## src/rtl/hist_pkg.sv

```systemverilog
package hist_pkg;
    typedef enum logic [1:0] {
        ST_IDLE    = 2'd0,
        ST_COMPUTE = 2'd1,
        ST_DRAIN   = 2'd2,
        ST_READ    = 2'd3
    } hist_state_t;
endpackage

```

## src/rtl/hist_ctrl.sv

```systemverilog
module hist_ctrl #(
    parameter int PIX_W   = 6,
    parameter int N_CELLS = 16
) (
    input  logic             clk,
    input  logic             rst_n,
    input  logic             frame_start,
    input  logic             frame_end,
    output logic             clear,
    output logic             accept,
    output logic             count_en,
    output logic             shift_en,
    output logic             out_vld,
    output logic             out_last,
    output logic [PIX_W-1:0] out_bin
);
    import hist_pkg::*;

    localparam int N_BINS    = 2 ** PIX_W;
    localparam int DRAIN_LEN = (N_CELLS > 1) ? N_CELLS - 1 : 1;
    localparam int DRAIN_W   = $clog2(DRAIN_LEN + 1);

    hist_state_t        state, nxt;
    logic [DRAIN_W-1:0] drain_cnt;
    logic [PIX_W-1:0]   read_idx;

    // state register
    always_ff @(posedge clk) begin
        if (!rst_n) state <= ST_IDLE;
        else        state <= nxt;
    end

    // transitions
    always_comb begin
        nxt = state;
        unique case (state)
            ST_IDLE:    if (frame_start) nxt = ST_COMPUTE;
            ST_COMPUTE: if (frame_end)   nxt = ST_DRAIN;
            ST_DRAIN:   if (drain_cnt == DRAIN_W'(DRAIN_LEN - 1)) nxt = ST_READ;
            ST_READ:    if (read_idx == PIX_W'(N_BINS - 1))       nxt = ST_IDLE;
        endcase
    end

    // drain and read position counters
    always_ff @(posedge clk) begin
        if (!rst_n) begin
            drain_cnt <= '0;
            read_idx  <= '0;
        end else begin
            drain_cnt <= (state == ST_DRAIN) ? drain_cnt + DRAIN_W'(1) : '0;
            read_idx  <= (state == ST_READ)  ? read_idx + PIX_W'(1)    : '0;
        end
    end

    // outputs
    always_comb begin
        clear    = 1'b0;
        accept   = 1'b0;
        count_en = 1'b0;
        shift_en = 1'b0;
        out_vld  = 1'b0;
        out_last = 1'b0;
        out_bin  = read_idx;
        unique case (state)
            ST_IDLE:    clear = frame_start;
            ST_COMPUTE: begin
                accept   = 1'b1;
                count_en = 1'b1;
            end
            ST_DRAIN:   count_en = 1'b1;
            ST_READ:    begin
                shift_en = 1'b1;
                out_vld  = 1'b1;
                out_last = (read_idx == PIX_W'(N_BINS - 1));
            end
        endcase
    end
endmodule

```

## src/rtl/hist_lane_stage.sv

```systemverilog
module hist_lane_stage #(
    parameter int LANES = 4,
    parameter int PIX_W = 6
) (
    input  logic                   clk,
    input  logic                   rst_n,
    input  logic [LANES-1:0]       vld_i,
    input  logic [LANES*PIX_W-1:0] pix_i,
    output logic [LANES-1:0]       vld_o,
    output logic [LANES*PIX_W-1:0] pix_o
);
    always_ff @(posedge clk) begin
        if (!rst_n) begin
            vld_o <= '0;
            pix_o <= '0;
        end else begin
            vld_o <= vld_i;
            pix_o <= pix_i;
        end
    end
endmodule

```

## src/rtl/hist_cell.sv

```systemverilog
module hist_cell #(
    parameter int CELL_IDX      = 0,
    parameter int LANES         = 4,
    parameter int PIX_W         = 6,
    parameter int BINS_PER_CELL = 4,
    parameter int CNT_W         = 20
) (
    input  logic                   clk,
    input  logic                   rst_n,
    input  logic                   clear,
    input  logic                   count_en,
    input  logic                   shift_en,
    input  logic [LANES-1:0]       lane_vld,
    input  logic [LANES*PIX_W-1:0] lane_pix,
    input  logic [CNT_W-1:0]       shift_in,
    output logic [CNT_W-1:0]       shift_out
);
    localparam int INC_W = $clog2(LANES + 1);
    localparam int SUM_W = CNT_W + INC_W;
    localparam logic [CNT_W-1:0] CNT_MAX = '1;

    logic [CNT_W-1:0] bin_q [BINS_PER_CELL];

    for (genvar b = 0; b < BINS_PER_CELL; b++) begin : g_bin
        localparam int BIN_ID = CELL_IDX * BINS_PER_CELL + b;
        logic [INC_W-1:0] inc;
        logic [SUM_W-1:0] sum;
        logic [CNT_W-1:0] sat;
        logic [CNT_W-1:0] shift_src;

        if (b == BINS_PER_CELL - 1) begin : g_tail
            assign shift_src = shift_in;
        end else begin : g_mid
            assign shift_src = bin_q[b+1];
        end

        always_comb begin
            inc = '0;
            for (int l = 0; l < LANES; l++) begin
                if (lane_vld[l] && lane_pix[l*PIX_W +: PIX_W] == PIX_W'(BIN_ID))
                    inc = inc + INC_W'(1);
            end
            sum = SUM_W'(bin_q[b]) + SUM_W'(inc);
            sat = (sum > SUM_W'(CNT_MAX)) ? CNT_MAX : sum[CNT_W-1:0];
        end

        always_ff @(posedge clk) begin
            if (!rst_n || clear) bin_q[b] <= '0;
            else if (shift_en)   bin_q[b] <= shift_src;
            else if (count_en)   bin_q[b] <= sat;
        end
    end

    assign shift_out = bin_q[0];
endmodule

```

## src/rtl/hist_array.sv

```systemverilog
module hist_array #(
    parameter int LANES         = 4,
    parameter int PIX_W         = 6,
    parameter int BINS_PER_CELL = 4,
    parameter int CNT_W         = 20
) (
    input  logic                   clk,
    input  logic                   rst_n,
    input  logic                   frame_start,
    input  logic                   frame_end,
    input  logic [LANES-1:0]       in_vld,
    input  logic [LANES*PIX_W-1:0] in_pix,
    output logic                   out_vld,
    output logic                   out_last,
    output logic [PIX_W-1:0]       out_bin,
    output logic [CNT_W-1:0]       out_count
);
    localparam int N_BINS  = 2 ** PIX_W;
    localparam int N_CELLS = N_BINS / BINS_PER_CELL;

    logic clear, accept, count_en, shift_en;

    logic [LANES-1:0]       stage_vld [N_CELLS];
    logic [LANES*PIX_W-1:0] stage_pix [N_CELLS];
    logic [CNT_W-1:0]       cnt_link  [N_CELLS+1];

    hist_ctrl #(.PIX_W(PIX_W), .N_CELLS(N_CELLS)) ctrl_i (
        .clk(clk), .rst_n(rst_n),
        .frame_start(frame_start), .frame_end(frame_end),
        .clear(clear), .accept(accept), .count_en(count_en), .shift_en(shift_en),
        .out_vld(out_vld), .out_last(out_last), .out_bin(out_bin)
    );

    assign stage_vld[0]      = in_vld & {LANES{accept}};
    assign stage_pix[0]      = in_pix;
    assign cnt_link[N_CELLS] = '0;
    assign out_count         = cnt_link[0];

    for (genvar c = 0; c < N_CELLS; c++) begin : g_cell
        hist_cell #(
            .CELL_IDX(c), .LANES(LANES), .PIX_W(PIX_W),
            .BINS_PER_CELL(BINS_PER_CELL), .CNT_W(CNT_W)
        ) cell_i (
            .clk(clk), .rst_n(rst_n), .clear(clear),
            .count_en(count_en), .shift_en(shift_en),
            .lane_vld(stage_vld[c]), .lane_pix(stage_pix[c]),
            .shift_in(cnt_link[c+1]), .shift_out(cnt_link[c])
        );

        if (c < N_CELLS - 1) begin : g_stage
            hist_lane_stage #(.LANES(LANES), .PIX_W(PIX_W)) stage_i (
                .clk(clk), .rst_n(rst_n),
                .vld_i(stage_vld[c]), .pix_i(stage_pix[c]),
                .vld_o(stage_vld[c+1]), .pix_o(stage_pix[c+1])
            );
        end
    end
endmodule

```

## config.mk

```make
export PLATFORM = sky130hd
export DESIGN_NAME = hist_array
export DESIGN_NICKNAME = d
export VERILOG_FILES = /design/src/rtl/hist_pkg.sv /design/src/rtl/hist_ctrl.sv /design/src/rtl/hist_lane_stage.sv /design/src/rtl/hist_cell.sv /design/src/rtl/hist_array.sv
export SDC_FILE = /design/constraint.sdc
export NUM_CORES = 2
export LEC_CHECK = 0
export ABC_AREA = 0
export CAP_MARGIN = 40
export CORE_ASPECT_RATIO = 1.75
export CORE_MARGIN = 2
export CORE_UTILIZATION = 65
export CTS_CLUSTER_DIAMETER = 100
export DETAILED_ROUTE_END_ITERATION = 7
export PLACE_DENSITY_LB_ADDON = 0.2
export SYNTH_ARGS = -nofsm -noshare
export SYNTH_HDL_FRONTEND = slang
export SYNTH_HIERARCHICAL = 1
export SYNTH_SLANG_ARGS = --single-unit
export TNS_END_PERCENT = 50
```

## constraint.sdc

```tcl
create_clock -name clk -period 13.4 [get_ports clk]
set_input_delay 2.68 -clock clk [delete_from_list [all_inputs] [get_ports clk]]
set_output_delay 2.68 -clock clk [all_outputs]
set_load 0.005 [all_outputs]
```

==> impl_metrics.tcl <==
set metrics [dict create \
    crit_arrival_ps 7210 \
    dieArea_um2 173000 \
    fin_ws_ps 6740 \
    worstSetupPathType "in -> reg" \
    tns_ps 0 \
    die_h_um 549 \
    track_usage_pct 32.3 \
    cts_buffer_depth 4 \
    dieWidth_um 316 \
    fin_util_pct 68.6 \
    io_pins 60 \
    drt_iter0_markers 7316 \
    synthFlopType "edfxtp_1" \
    synth_edf_count 1280 \
    area_growth_pct 5.06 \
    async_flop_share_pct 0 \
    yosys_warnings 6 \
    place_ws_ps 5890 \
    tightest_slew_ps 990 \
    hold_viol_final 0 \
    cts_resized 0 \
    synth_area_leaders "edfxtp_1 (35%), dfxtp_1 (7.8%), ha_1 (5.2%), nand2_1 (5.0%), xnor2_1 (4.5%)" \
    syn_area_um2 110000 \
    hold_path.class "reg -> reg" \
    period_needed_ps 6660 \
    drive_above_1_share_pct 9.62 \
    critPathLaunchType "primary input" \
    ctsHoldBuffers 0 \
    routabilityCongestion 0.911 \
    clock_skew_ps 50.7 \
    grt_max_degree 242 \
    status "completed" \
    layout.cells.most_common "nand2_1" \
    cts_sinks 1712 \
    cts_setup_buffers 0 \
    drt-total-wl_um 286000 \
    hpwl_um 203000 \
    crit_fanout 16 \
    via_count 86400 \
    clk_pin_slew_worst_paths_ps 70 \
    p_per_area_nw_per_um2 180 \
    antenna_found_initial 4 \
    finalMaxSlewViolations 0 \
    cts_max_level 4 \
    ys_ff_latch 1712 \
    globalRouteOverflowTotal 0 \
    final_cell_mix "nand2_1 (1455), edfxtp_1 (1280), a21oi_1 (659)" \
    core_um2 169000 \
    period_share_pct 49.7 \
    rsz0062_at_grt "false" \
    total_power_uw 20800 \
    ir_drop_mv 0.138 \
    port_buffers 59 \
    grt_first_pass_wirelength_um 456000 \
    cp_data_required_time_ps 13950 \
    cts_root_buf "clkbuf_16" \
    cap_violations 0 \
    drc 0 \
    wl_per_cell_um 21.6 \
    routed_via_density 6.53 \
    cp-end-kind "flop" \
    avgSynthCellArea_um2 9.79 \
    cts_tree "yes" \
    drt_pass1_iterations 6 \
    synth_top_area_cell "edfxtp_1" \
    whs_ps 441 \
    yosys.area.top_type_share_pct 34.8 \
    p_leak_uw 0.0474 \
    numCtsBuffers 171 \
    rows 200 \
    yosysUniqueCellTypes 109 \
    finalSetupViolations 0 \
    fmaxAchievable_mhz 150 \
    seq_area_frac_synth_pct 42.7 \
    grt_pass1_vias 87400 \
    clkLatencyLatePin_ps 850 \
    synthCells 11300 \
    final_net_count 11400 \
    ant_nets 0 \
    start_util_pct 65.3 \
    timing.slew.headroom_pct 33.1 \
]
[report_power, final]
| group | switching, µW | internal (µW) |
|---|---|---|
| sequential | 2990 | 8370 |
| combinational | 2750 | 1890 |
| clock | 2120 | 2710 |
[final cells by class]
cell class / count / area, µm²
clock inverter: 60 / 522
tap: 2222 / 2780
inverter: 263 / 987
clock buffer: 242 / 4940
multi-input combinational: 8553 / 58000
timing repair buffer: 182 / 1680
fill: 13100 / 53200
sequential: 1712 / 47100
antenna: 2 / 5.00
[final timing paths]
kind                                                          start                            endpoint  slack (ps)  depth (start not counted)
worst max register to register  g_cell[3].g_stage.stage_i/pix_o[11]        g_cell[4].cell_i/bin_q[0][7]        8130                         13
worst min register to register   g_cell[1].g_stage.stage_i/vld_o[0]  g_cell[2].g_stage.stage_i/vld_o[0]         440                          1
worst min-delay path             g_cell[1].g_stage.stage_i/vld_o[0]  g_cell[2].g_stage.stage_i/vld_o[0]         440                          1
worst max-delay path                                      in_pix[3]       g_cell[0].cell_i/bin_q[0][39]        6740                         14
[kinds of logic (layout without fill, tap and decap cells)]
family / Yosys count / after routing / synth area share (%)
xor+xnor: 891 / 891 / 7.07
buf+inv: 1035 / 747 / 5.10
flops: 1712 / 1712 / 42.7
mux: 187 / 187 / 1.77
compound gates: 2416 / 2416 / 14.4
simple gates: 4519 / 4519 / 22.7
other cells: 1 / 22 / 0.00340
fa+ha+maj: 520 / 520 / 6.33
[worst max-delay path: stages]
cell and delay (ps):
clkdlybuf4s50_1 420, nor4_1 420, nand2_1 190, nor3b_1 420
ha_1 330, xnor2_1 250, ha_1 270, mux2_2 290
fa_1 440, a21oi_1 470, nor4_2 160, and4_1 420
a311oi_1 320, o21ai_0 120
[synth_stat cells (all sizes together) (341+ instances only)]
cell,instances
xnor2,562
clkbuf,341
and2,507
a21o,389
nor2,392
buf,431
nand3,552
nand2,1463
o21ai,498
ha,456
a21oi,673
edfxtp,1280
dfxtp,432
[sequential cells by signal, summed over array words and instances, names as in the netlist]
name                          count
g_cell.g_stage.stage_i/vld_o     60
g_cell.cell_i/bin_q            1280
ctrl_i/drain_cnt                  4
ctrl_i/out_bin                    6
g_cell.g_stage.stage_i/pix_o    360
ctrl_i/state                      2
[stage by stage]
| step | instances | instance area (µm²) |
|---|---|---|
| detailed placement | 12900 | 111000 |
| global placement | 12900 | 110000 |
| global route | 13200 | 116000 |
| finish | 13200 | 116000 |
| floorplan | 11300 | 110000 |
| CTS | 13200 | 116000 |
[metal layers]
| metal | routed length (µm) | vias to the layer above | global-route usage, % |
|---|---|---|---|
| met4 | 22000 | 0 | 22.8 |
| met3 | 12600 | 1020 | 3.42 |
| li1 | - | 40500 | - |
| met2 | 151000 | 3065 | 59.4 |
| met5 | 0 | - | 0 |
| met1 | 100000 | 41800 | 34.0 |
Power figures use the tool's default switching activity.
